**config.mk**
```make
export PLATFORM = sky130hd
export DESIGN_NAME = atr_gpio_ctrl
export DESIGN_NICKNAME = d
export VERILOG_FILES = /design/src/rtl/atr_gpio_pkg.sv /design/src/rtl/atr_side_fsm.sv /design/src/rtl/atr_bank_regs.sv /design/src/rtl/atr_pin_mux.sv /design/src/rtl/atr_in_sync.sv /design/src/rtl/atr_gpio_ctrl.sv
export SDC_FILE = /design/constraint.sdc
export NUM_CORES = 1
export LEC_CHECK = 0
export BUFFER_PORTS_ARGS = -buffer_cell sky130_fd_sc_hd__buf_2
export CAP_MARGIN = 0
export CORE_UTILIZATION = 61
export DETAILED_ROUTE_END_ITERATION = 16
export HOLD_SLACK_MARGIN = 0.05
export PLACE_DENSITY = 0.95
export SETUP_SLACK_MARGIN = 0.05
export SLEW_MARGIN = 20
export SYNTH_ARGS = -nofsm -noshare
export SYNTH_HDL_FRONTEND = slang
export SYNTH_SLANG_ARGS = --single-unit
export TNS_END_PERCENT = 20
```
**constraint.sdc**
```tcl
create_clock -name clk -period 2.21 [get_ports clk]
set_input_delay 0.221 -clock clk [delete_from_list [all_inputs] [get_ports clk]]
set_output_delay 0.221 -clock clk [all_outputs]
set_load 0.05 [all_outputs]
```
**src/rtl/atr_gpio_pkg.sv**
```systemverilog
package atr_gpio_pkg;

    // Register kinds decoded from the upper address bits
    localparam logic [2:0] RK_DIR   = 3'd0;
    localparam logic [2:0] RK_LEVEL = 3'd1;
    localparam logic [2:0] RK_ASEL  = 3'd2;
    localparam logic [2:0] RK_TXLVL = 3'd3;
    localparam logic [2:0] RK_RXLVL = 3'd4;

    localparam int KIND_W = 3;

    typedef enum logic [0:0] {
        ST_RECV = 1'b0,
        ST_XMIT = 1'b1
    } side_st_t;

endpackage

```
**src/rtl/atr_side_fsm.sv**
```systemverilog
module atr_side_fsm
    import atr_gpio_pkg::*;
(
    input  logic clk,
    input  logic rst_n,
    input  logic tx_active,
    output logic xmit
);

    side_st_t st_q, st_nx;

    always_ff @(posedge clk or negedge rst_n) begin
        if (!rst_n) st_q <= ST_RECV;
        else        st_q <= st_nx;
    end

    always_comb begin
        st_nx = st_q;
        unique case (st_q)
            ST_RECV: if (tx_active)  st_nx = ST_XMIT;
            ST_XMIT: if (!tx_active) st_nx = ST_RECV;
        endcase
    end

    always_comb begin
        xmit = (st_q == ST_XMIT);
    end

endmodule

```
**src/rtl/atr_bank_regs.sv**
```systemverilog
module atr_bank_regs
    import atr_gpio_pkg::*;
#(
    parameter int PINS = 16
) (
    input  logic              clk,
    input  logic              rst_n,
    input  logic              sel,
    input  logic [KIND_W-1:0] kind,
    input  logic [2*PINS-1:0] data,
    output logic [PINS-1:0]   dir_q,
    output logic [PINS-1:0]   lvl_q,
    output logic [PINS-1:0]   asel_q,
    output logic [PINS-1:0]   txl_q,
    output logic [PINS-1:0]   rxl_q
);

    logic [PINS-1:0] wmask, wval;

    always_comb begin
        wmask = data[2*PINS-1:PINS];
        wval  = data[PINS-1:0];
    end

    always_ff @(posedge clk or negedge rst_n) begin
        if (!rst_n) begin
            dir_q  <= '0;
            lvl_q  <= '0;
            asel_q <= '0;
            txl_q  <= '0;
            rxl_q  <= '0;
        end else if (sel) begin
            case (kind)
                RK_DIR:   dir_q  <= (dir_q & ~wmask) | (wval & wmask);
                RK_LEVEL: lvl_q  <= (lvl_q & ~wmask) | (wval & wmask);
                RK_ASEL:  asel_q <= wval;
                RK_TXLVL: txl_q  <= wval;
                RK_RXLVL: rxl_q  <= wval;
                default:  ;
            endcase
        end
    end

endmodule

```
**src/rtl/atr_pin_mux.sv**
```systemverilog
module atr_pin_mux #(
    parameter int PINS = 16
) (
    input  logic            xmit,
    input  logic [PINS-1:0] dir_q,
    input  logic [PINS-1:0] lvl_q,
    input  logic [PINS-1:0] asel_q,
    input  logic [PINS-1:0] txl_q,
    input  logic [PINS-1:0] rxl_q,
    output logic [PINS-1:0] drv,
    output logic [PINS-1:0] oe
);

    logic [PINS-1:0] auto_lvl;

    always_comb begin
        auto_lvl = xmit ? txl_q : rxl_q;
        drv      = (asel_q & auto_lvl) | (~asel_q & lvl_q);
        oe       = dir_q;
    end

endmodule

```
**src/rtl/atr_in_sync.sv**
```systemverilog
module atr_in_sync #(
    parameter int W      = 64,
    parameter int STAGES = 2
) (
    input  logic         clk,
    input  logic         rst_n,
    input  logic [W-1:0] din,
    output logic [W-1:0] dout
);

    logic [W-1:0] stg_q [STAGES];

    always_ff @(posedge clk or negedge rst_n) begin
        if (!rst_n) begin
            for (int i = 0; i < STAGES; i++) stg_q[i] <= '0;
        end else begin
            stg_q[0] <= din;
            for (int i = 1; i < STAGES; i++) stg_q[i] <= stg_q[i-1];
        end
    end

    assign dout = stg_q[STAGES-1];

endmodule

```
**src/rtl/atr_gpio_ctrl.sv**
```systemverilog
module atr_gpio_ctrl
    import atr_gpio_pkg::*;
#(
    parameter  int PINS   = 16,
    parameter  int SIDES  = 2,
    parameter  int SYNC_N = 2,
    localparam int BANKS  = 2 * SIDES,
    localparam int BW     = $clog2(BANKS),
    localparam int AW     = BW + KIND_W
) (
    input  logic                  clk,
    input  logic                  rst_n,
    input  logic                  wr_en,
    input  logic [AW-1:0]         wr_addr,
    input  logic [2*PINS-1:0]     wr_data,
    input  logic [SIDES-1:0]      tx_active,
    input  logic [BANKS*PINS-1:0] pad_in,
    output logic [BANKS*PINS-1:0] pad_out,
    output logic [BANKS*PINS-1:0] pad_oe,
    output logic [BANKS*PINS-1:0] rdbk
);

    logic [SIDES-1:0]      side_xmit;
    logic [BANKS*PINS-1:0] reg_dir, reg_lvl, reg_asel, reg_txl, reg_rxl;
    logic [BANKS*PINS-1:0] pad_sync;
    logic [KIND_W-1:0]     wr_kind;
    logic [BW-1:0]         wr_bank;

    always_comb begin
        wr_kind = wr_addr[AW-1:BW];
        wr_bank = wr_addr[BW-1:0];
    end

    for (genvar s = 0; s < SIDES; s++) begin : g_side
        atr_side_fsm u_fsm (
            .clk       (clk),
            .rst_n     (rst_n),
            .tx_active (tx_active[s]),
            .xmit      (side_xmit[s])
        );
        // readback: RX bank in the upper half, TX bank in the lower half
        assign rdbk[2*s*PINS +: PINS]     = pad_sync[(2*s)*PINS +: PINS];
        assign rdbk[(2*s+1)*PINS +: PINS] = pad_sync[(2*s+1)*PINS +: PINS];
    end

    for (genvar b = 0; b < BANKS; b++) begin : g_bank
        logic bank_sel;
        assign bank_sel = wr_en && (wr_bank == BW'(b));

        atr_bank_regs #(.PINS(PINS)) u_regs (
            .clk    (clk),
            .rst_n  (rst_n),
            .sel    (bank_sel),
            .kind   (wr_kind),
            .data   (wr_data),
            .dir_q  (reg_dir[b*PINS +: PINS]),
            .lvl_q  (reg_lvl[b*PINS +: PINS]),
            .asel_q (reg_asel[b*PINS +: PINS]),
            .txl_q  (reg_txl[b*PINS +: PINS]),
            .rxl_q  (reg_rxl[b*PINS +: PINS])
        );

        atr_pin_mux #(.PINS(PINS)) u_mux (
            .xmit   (side_xmit[b/2]),
            .dir_q  (reg_dir[b*PINS +: PINS]),
            .lvl_q  (reg_lvl[b*PINS +: PINS]),
            .asel_q (reg_asel[b*PINS +: PINS]),
            .txl_q  (reg_txl[b*PINS +: PINS]),
            .rxl_q  (reg_rxl[b*PINS +: PINS]),
            .drv    (pad_out[b*PINS +: PINS]),
            .oe     (pad_oe[b*PINS +: PINS])
        );
    end

    atr_in_sync #(.W(BANKS*PINS), .STAGES(SYNC_N)) u_sync (
        .clk   (clk),
        .rst_n (rst_n),
        .din   (pad_in),
        .dout  (pad_sync)
    );

endmodule

```
==> results of run 1 <==
## through the flow
stage	total power (W)	hold WS [ns]	utilization, %
6_report	0.0227	0.0943	74.3
3_5_place_dp	0.0149	0.215	66.6
4_1_cts	0.0228	0.0727	74.2
2_1_floorplan	0.0136	-0.0746	-
5_1_grt	0.0235	0.0810	74.3
3_3_place_gp	0.0147	0.214	66.6
## worst max path at each step
stage                  endpoint  slack (ns)
floorplan            pad_out[0]        0.32
detailed placement  pad_out[40]        0.38
global placement    pad_out[37]        0.43
global route        pad_out[50]        0.02
CTS                 pad_out[48]        0.04
finish               pad_out[6]        0.06
## placed cells by master, fill, tap and decap left out, drive strengths merged, types with 2 or more instances in the layout
cell	instances
dfrtp	450
buf	322
mux2	320
nand3	128
dlygate4sd3	67
nor2	65
mux2i	64
a21oi	64
clkbuf	64
nand2	8
clkinv	6
bufinv	5
clkinvlp	4
and4bb	3
nor2b	3
inv	2
## tightest hold or removal path, cell delays in order
cell     delay, ns
buf_2         0.16
nand3_1       0.09
mux2_2        0.14
## metal layers
metal	GRT usage (%)	part of all wire, %	vias to the layer above
met4	11.0	3.4	4
met5	0	0.042	-
li1	-	-	4903
met1	35.7	39	5846
met2	49.6	52	395
met3	5.11	5.9	102
## logic make-up (layout without fill, tap and decap cells)
family,count (synthesis),in the layout,share of synthesized area (%)
DFF,450,450,62.5
muxes,384,384,23.7
and+or+nand+nor,213,213,6.08
buffers and inverters,166,470,5.97
AOI/OAI and AO/OA,64,64,1.78
## timing repair
item,in CTS,in global routing
cloned,0,1
endpoints found under the hold margin,126,0
gates resized for setup,4,4
hold buffers,67,0
setup endpoints to repair,34,10
## cell type report
type | count | share of cell area (%)
sequential | 450 | 52.5
multi-input combinational | 661 | 26.6
tap | 384 | 2.24
clock inverter | 17 | 1.08
timing repair buffer | 390 | 11.6
clock buffer | 63 | 5.99
## power by group through the flow
stage          clock network [W]  registers (W)  logic, W
2_1_floorplan                  0         0.0105   0.00309
3_3_place_gp                   0         0.0100   0.00467
3_5_place_dp                   0         0.0101   0.00481
4_1_cts                  0.00785        0.00999   0.00494
5_1_grt                  0.00823         0.0101   0.00519
6_report                 0.00775         0.0100   0.00494
==> results.md, run 1 <==
* Final ANT Viol Nets at 0
* Drt pass-1 iters at 5
* Dominant cell by count in the synthesized netlist: dfrtp_1
* Mapped Nets at 1383
* Slew at the pin closest to its max-slew limit at between 0.5 and 0.6 ns
* RSZ-0062 raised after global routing: true
* Largest net degree at the start of global routing at 74
* Initial Util at 62.4%
* # diodes at 0
* FILL cells at between 1500 and 2000
* Status: finished clean
* Critical path origin: g_side[0].u_fsm.xmit
* Number of global-route vias before repair at between 10000 and 15000
* DR WL/cell at 21.6 µm
* Top cell types by occurrence after synthesis: dfrtp_1, mux2_2, nand3_1
* Main synth FF type: dfrtp_1
* Yosys reg bits at 450
* Die area at approximately 0.030 mm²
* Global-route wire length before repair at 66800 µm
* Post-DP HPWL at ~26000 µm
* FMAX at 464 MHz
* Hold depth at 3
* CP max stage cell: dfrtp_2
* Final slew viol count at 0
* Port buffer count at 297
* Static Leak at between 10 and 15 nW
* Switching pwr at roughly 0.0071 W
* Hold Path Class: in2reg
* Fin. Hold Viols at 0
* Max-cap viol count at 0
* GRT Resource Usage Total at 28.6%
* Internal power at 0.0156 W
* Worst R2R Setup Slack at 1.37 ns
* Placed Area at 0.0192 mm²
* Max Buffers Root-to-Sink at 3
* Row cnt at 62
* Post-route cell area at between 0.02 and 0.025 mm²
* Sequential cell area at 0.0113 mm²
* Setup violators final at 0
* Avg Vias per Cell at 5.73
* Clock power frac at between 30% and 40%
* Setup crit start kind: register
* Slew headroom at 64.4%
* Mapped cell area at approximately 0.018 mm²
* Total negative slack at 0 ns
* Critical path peak fanout at 16
* Leading area contributor after synthesis: dfrtp_1
* Yosys warnings at 0
* Setup Skew at 0.00689 ns
* Worst-path clk slew at 0.06 ns
* Max rail drop VDD at 0.804 mV
* Synth unique cells at 24
* Min-delay src: wr_data[31]
* Routed Wire Length at ~42000 µm
* PD cells at 1060 mW/mm²
* Worst skew pair latency at about 0.54 ns
* Dpl ws at 0.381 ns
* Critical R2R Launch: g_bank[3].u_regs.asel_q[5]
* GPL Wtd Cong at about 0.85
* Setup Fix Bufs, Post-CTS at 0
* Combinational share of power at 21.7%
* Async S/R FF share, synth at 100%
* CP max stage delay at roughly 0.46 ns
* Total CTS buffers at 44
* H-tree depth at 2
* Worst path buffer plus inverter count at 2
* Sw Share at between 30% and 40%
* Crit path kind: reg2out
* Area Growth Syn to Fin at 19.0%
* Layout Nets at 1653
* CTS tree: yes
* CTS Sinks at 450
* Tcrit/Tclk final at slightly below 100%
* Reg2Reg Depth at 1
* Total core area at 0.0289 mm²
* Crit Reg-Reg Endpoint: g_bank[3].u_regs.asel_q[5]
* Post-Place Cells at 1817
* Critical path, cell by cell: buf_12, mux2i_1, a21oi_1, buf_2
* Register area share after synthesis at 62.5%
* Die H at 174 µm
* Critical path endpoint category: output pin
* Final WS setup at 0.0562 ns
* Post-synthesis cell count at 1277
* Mean area per synthesized cell at 14.1 µm²
* DRT iter0 DRCs at 808
* CP arrival at 1.93 ns
* Reg power frac at 44.1%
* Root Buffer: clkbuf_16
* Drc violations at 0
* Most area-consuming cells after synthesis: dfrtp_1, mux2_2, mux2i_1, nand3_1, buf_4
* Area occupied by multi-input gates at 0.00569 mm²
* Tmin final at 2.15 ns
* Aggregate global routing overflow at 0
* Critical Path Stages at 4
* Post-synth EDFFs at 0
* Boundary pin count at 298
* Synth top area share at 62.5%
* Crit path max-delay family: buffers and inverters
* Initial antenna violation count at 2
* Die W at about 170 µm
* DR vias at ~11000
* Fraction of layout instances using a drive strength above 1 at 45.9%
* Req. time, crit path at around 2.0 ns
* Fin cells at 1965
Power figures use the tool's default switching activity.
==> run 2, diff against run 1 <==
--- a/config.mk
+++ b/config.mk
@@ -7,10 +7,10 @@
 export LEC_CHECK = 0
 export BUFFER_PORTS_ARGS = -buffer_cell sky130_fd_sc_hd__buf_2
 export CAP_MARGIN = 0
-export CORE_UTILIZATION = 61
+export CORE_UTILIZATION = 55
 export DETAILED_ROUTE_END_ITERATION = 16
 export HOLD_SLACK_MARGIN = 0.05
-export PLACE_DENSITY = 0.95
+export PLACE_DENSITY = 0.89
 export SETUP_SLACK_MARGIN = 0.05
 export SLEW_MARGIN = 20
 export SYNTH_ARGS = -nofsm -noshare
==> run 2 against run 1 <==
Compared with the run above:
- sequential share of layout area fell by 0.39 points
- register-to-register slack barely moved
- maximum frequency is 0.46% higher
- global-route usage fell by 4.0 points
- final cell count is 2.5% higher
- critical path type unchanged
- largest cell class unchanged
- setup slack better by 0.0098 ns
- via count fell by 2.4%
- critical path depth unchanged
- total power up 0.74%
- hold slack improved by 0.011 ns
- sequential cell count unchanged
- highest routed layer unchanged
==> results.md, run 2 (synthesis gave the netlist of run 1 again) <==
* Post-Place Cells at between 1500 and 2000
* Total CTS buffers at 45
* Die W at 183 µm
* Static Leak at 10.5 nW
* Boundary pin count at 298
* Critical Path Stages at 4
* H-tree depth at 2
* Die H at 183 µm
* Max Buffers Root-to-Sink at 3
* Initial Util at 56.5%
* RSZ-0062 raised after global routing: false
* CTS tree: yes
* Area Growth Syn to Fin at 19.9%
* DR vias at 10975
* Max-cap viol count at 0
* PD cells at 1060 mW/mm²
* Final ANT Viol Nets at 0
* Fin. Hold Viols at 0
* GPL Wtd Cong at roughly 0.76
* Root Buffer: clkbuf_16
* Switching pwr at around 0.007 W
* Crit path kind: reg2out
* Fraction of layout instances using a drive strength above 1 at 46.1%
* Slew headroom at 63.7%
* Setup violators final at 0
* Hold depth at 3
* Clock power frac at approximately a third
* Setup Fix Bufs, Post-CTS at 0
* Post-DP HPWL at 25700 µm
* Combinational share of power at about 22%
* Most frequent cells in the layout: dfrtp_1, mux2_2, buf_2, nand3_1, dlygate4sd3_1
* Final Power at around 0.023 W
* Setup crit start kind: register
* Die area at 0.0335 mm²
* Largest net degree at the start of global routing at 69
* Fin cells at 2015
* CTS Sinks at 450
* Routed Wire Length at roughly 40000 µm
* Hold Path Class: in2reg
* Slew at the pin closest to its max-slew limit at between 0.5 and 0.6 ns
* Final slew viol count at 0
* Commonest non-fill, non-tap cell in the layout: dfrtp_1
* Critical path endpoint category: output pin
* Critical path, cell by cell: buf_12, mux2i_1, a21oi_1, buf_4
* Internal power at 0.0159 W
* Aggregate global routing overflow at 0
* CP max stage cell: dfrtp_2
* Tcrit/Tclk final at 97.0%
* Worst R2R Setup Slack at between 1 and 1.5 ns
* Reg2Reg Depth at 1
* CP max stage delay at slightly above 0.4 ns
* Total negative slack at 0 ns
* Max rail drop VDD at 0.881 mV
* Setup Skew at 0.00569 ns
* Req. time, crit path at 1.99 ns
* Layout Nets at 1654
* Tmin final at 2.14 ns
* Total core area at 0.0319 mm²
* Number of global-route vias before repair at 11526
* Critical path peak fanout at 32
* Row cnt at 65
* Drt pass-1 iters at 5
* DR WL/cell at 19.9 µm
* Worst-path clk slew at ~0.06 ns
* Status: finished clean
* Avg Vias per Cell at 5.45
* Drc violations at 0
* Initial antenna violation count at 2
* GRT Resource Usage Total at between 20% and 30%
* Worst path buffer plus inverter count at 2
* CP arrival at 1.92 ns
* FMAX at roughly 470 MHz
* Global-route wire length before repair at 63300 µm
* Worst skew pair latency at ~0.54 ns
* DRT iter0 DRCs at a little over 700
* Sw Share at approximately 31%
* Port buffer count at around 300
* Crit path max-delay family: buffers and inverters
* Reg power frac at 43.5%
==> run 2: cell types whose count changed in the layout (fill, tap and decap cells not counted), sizes merged <==
cell,delta
clkbuf,+4
diode,+1
bufinv,+3
clkinvlp,-1
buf,-7
clkinv,-1
==> run 2: final cells by class <==
cell class              count  area, µm²
diodes                      1       2.50
clock buffers              60       1240
clock inverters            18        305
fillers                  2260      10300
multi-input cells         661       5720
flip-flops and latches    450      11300
well taps                 435        544
repair buffers            390       2520
==> run 2: path summary, 6_finish.rpt <==
path | startpoint | to
worst max-delay path | g_side[0].u_fsm.xmit | pad_out[21]
worst min-delay path | wr_data[31] | register
worst max register to register | register | register
worst min register to register | u_sync.stg_q[118] | u_sync.dout[54]
max in group asynchronous | rst_n | u_sync.dout[43]
min in group asynchronous | rst_n | g_bank[1].u_regs.txl_q[15]
==> run 2: tightest hold or removal path, stage by stage <==
cell and delay [ns]:
buf_2 0.16, nand3_1 0.09, mux2_2 0.14
==> run 2: per-stage QoR <==
step	worst slack [ns]	hold WS [ns]	util, %	instance area, µm²
global route	0.0561	0.0935	67.8	21600
global placement	0.463	0.203	60.6	19300
floorplan	0.319	-0.0746	-	18000
detailed placement	0.403	0.213	60.6	19300
CTS	0.0167	0.0824	67.5	21500
finish	0.0660	0.105	67.8	21600
==> run 2: power by group through the flow <==
| stage | Combinational [W] | Clock, W | Sequential, W |
|---|---|---|---|
| after detailed placement | 0.00482 | 0 | 0.0101 |
| after global routing | 0.00525 | 0.00845 | 0.0101 |
| final | 0.00498 | 0.00794 | 0.00995 |
| after CTS | 0.00494 | 0.00809 | 0.00994 |
| after floorplan | 0.00309 | 0 | 0.0105 |
| after global placement | 0.00471 | 0 | 0.00999 |
==> run 2: what timing repair did <==
action | CTS | global route
hold endpoints to repair | 122 | 0
setup endpoints to repair | 8 | 20
hold buffers | 67 | 0
gates cloned | 0 | 0
resized for setup | 1 | 35
==> run 2: layer usage <==
layer / vias up / share of wire, % / global-route usage [%]
met1: 5608 / 40 / 31.1
met4: 2 / 3.1 / 9.03
met2: 377 / 52 / 42.8
met5: - / 0.030 / 0
met3: 78 / 5.5 / 4.01
li1: 4910 / - / -
==> run 3, diff against run 2 <==
--- a/config.mk
+++ b/config.mk
@@ -11,6 +11,7 @@
 export DETAILED_ROUTE_END_ITERATION = 16
 export HOLD_SLACK_MARGIN = 0.05
 export PLACE_DENSITY = 0.89
+export REMOVE_ABC_BUFFERS = 1
 export SETUP_SLACK_MARGIN = 0.05
 export SLEW_MARGIN = 20
 export SYNTH_ARGS = -nofsm -noshare
==> run 3 against run 2 <==
Compared with the run above:
- maximum frequency shrank 1.6%
- global-route usage grew 1.4 points
- via count grew 0.30%
- register-to-register slack is essentially flat
- first-iteration DRC count shrank 25%
- hold slack lost 0.033 ns
- count of clock-buffer cells in the layout shrank 5
- final cell count grew 0.45%
- non-clock buffer count grew 4
- core utilization grew 0.49 points
- sequential cell count is the same
- clock skew grew 0.00086 ns
- critical path type unchanged
==> results.md, run 3 (synthesis gave the netlist of run 1 again) <==
* Crit path kind: reg2out
* Internal power at 0.0162 W
* Die H at 183 µm
* Critical path peak fanout at 32
* RSZ-0062 raised after global routing: true
* Area Growth Syn to Fin at 20.8%
* GPL Wtd Cong at 0.754
* Max-cap viol count at 0
* Crit Reg-Reg Endpoint: g_bank[3].u_regs.asel_q[10]
* Worst hold slack at 0.0716 ns
* Slew headroom at 53.0%
* Critical R2R Launch: g_bank[3].u_regs.asel_q[10]
* CP arrival at about 2 ns
* Final ANT Viol Nets at 0
* Combinational share of power at 21.1%
* Drc violations at 0
* Port buffer count at 297
* GRT Resource Usage Total at 26.0%
* Total CTS buffers at 45
* Root Buffer: clkbuf_16
* Setup Skew at 0.00655 ns
* CTS Sinks at 450
* Avg Vias per Cell at 5.44
* Final slew viol count at 0
* Worst R2R Setup Slack at 1.38 ns
* DR WL/cell at roughly 21 µm
* Reg power frac at ~43%
* Fin cells at 2024
* Post-DP HPWL at 25400 µm
* Fraction of layout instances using a drive strength above 1 at about 47%
* Aggregate global routing overflow at 0
* Clock power frac at 36.3%
* Slew at the pin closest to its max-slew limit at between 0.7 and 0.8 ns
* Max Buffers Root-to-Sink at 3
* Final Power at 0.0234 W
* Critical path endpoint category: output pin
* Critical path, cell by cell: buf_12, mux2i_1, a21oi_1, buf_2
* Worst path buffer plus inverter count at 2
* Crit path max-delay family: buffers and inverters
* Die W at ~180 µm
* Placed Area at a little under 0.02 mm²
* Reg2Reg Depth at 1
* Most frequent cells in the layout: dfrtp_1, mux2_2, buf_2, nand3_1, dlygate4sd3_1
* Static Leak at 10.6 nW
* Total core area at 0.0319 mm²
* PD cells at 1070 mW/mm²
* Req. time, crit path at 1.99 ns
* Boundary pin count at 298
* Switching pwr at a little over 0.007 W
* Largest net degree at the start of global routing at 77
* Die area at 0.0335 mm²
* Worst skew pair latency at 0.55 ns
* Fin. Hold Viols at 0
* Routed Wire Length at 42400 µm
* Max rail drop VDD at between 0.8 and 0.9 mV
* Setup crit start kind: register
* CP max stage cell: dfrtp_2
* Crit path to: pad_out[55]
* Commonest non-fill, non-tap cell in the layout: dfrtp_1
* Sw Share at 30.8%
* Post-Place Cells at 1873
* # diodes at 0
* Critical path origin: g_side[1].u_fsm.xmit
* Setup violators final at 0
* Drt pass-1 iters at 5
* Dpl ws at ~0.4 ns
* FMAX at ~460 MHz
* Initial Util at a little under three fifths
* Status: finished clean
* Final WS setup at 0.0315 ns
* Global-route wire length before repair at 66700 µm
* Layout Nets at between 1500 and 2000
* Hold Path Class: in2reg
* Tcrit/Tclk final at ~100%
* Worst-path clk slew at roughly 0.060 ns
* Row cnt at 65
* Number of global-route vias before repair at 11831
* CTS tree: yes
* H-tree depth at 2
* CP max stage delay at approximately 0.42 ns
* Critical Path Stages at 4
* Tmin final at 2.18 ns
* DRT iter0 DRCs at 531
* DR vias at 11008
* Initial antenna violation count at 0
* Post-route cell area at 0.0218 mm²
## run 3: layer usage
metal	vias up	global-route usage, %	wire length (µm)
met4	0	8.47	1200
met5	-	0	0
met3	89	5.90	2860
met1	5618	33.3	17200
met2	380	44.0	21200
li1	4921	-	-
## run 3: worst min-delay path by stage
| stage | start | to | slack (ns) | cells after the start |
|---|---|---|---|---|
| after floorplan | rst_n | asynchronous set/reset pin | -0.07 | 0 |
| final | wr_data[31] | register | 0.07 | 3 |
| after global routing | wr_data[31] | register | 0.08 | 3 |
| after global placement | rst_n | u_sync.dout[53] | 0.27 | 1 |
| after detailed placement | rst_n | u_sync.dout[53] | 0.27 | 1 |
| after CTS | wr_data[18] | register | 0.06 | 3 |
## run 3: final cells by class
cell class                 instances  area, µm²
sequential                       450      11300
fill                            2186      10100
multi-input combinational        661       5720
timing repair buffer             394       2560
clock buffer                      55       1210
tap                              435        544
clock inverter                    29        458
## run 3: metrics by stage
step / util (%) / setup TNS (ns)
final: 68.2 / 0
after global routing: 68.2 / 0
after CTS: 68.2 / 0
after detailed placement: 60.9 / 0
after global placement: 60.9 / 0
after floorplan: - / -121.06
## run 3: what timing repair did
action                     4_1_cts  5_1_grt
gates resized for setup          1        4
hold endpoints to repair       129        0
hold buffers                    67        0
cloned                           0        0
setup endpoints to repair        4       12
buffers inserted                 0        0
## run 3: power by group through the flow
stage | Combinational [W] | Clock, W | Sequential, W
floorplan | 0.00263 | 0 | 0.0107
global placement | 0.00473 | 0 | 0.0100
detailed placement | 0.00483 | 0 | 0.0101
CTS | 0.00494 | 0.00857 | 0.00995
global route | 0.00522 | 0.00892 | 0.0101
finish | 0.00493 | 0.00847 | 0.00996
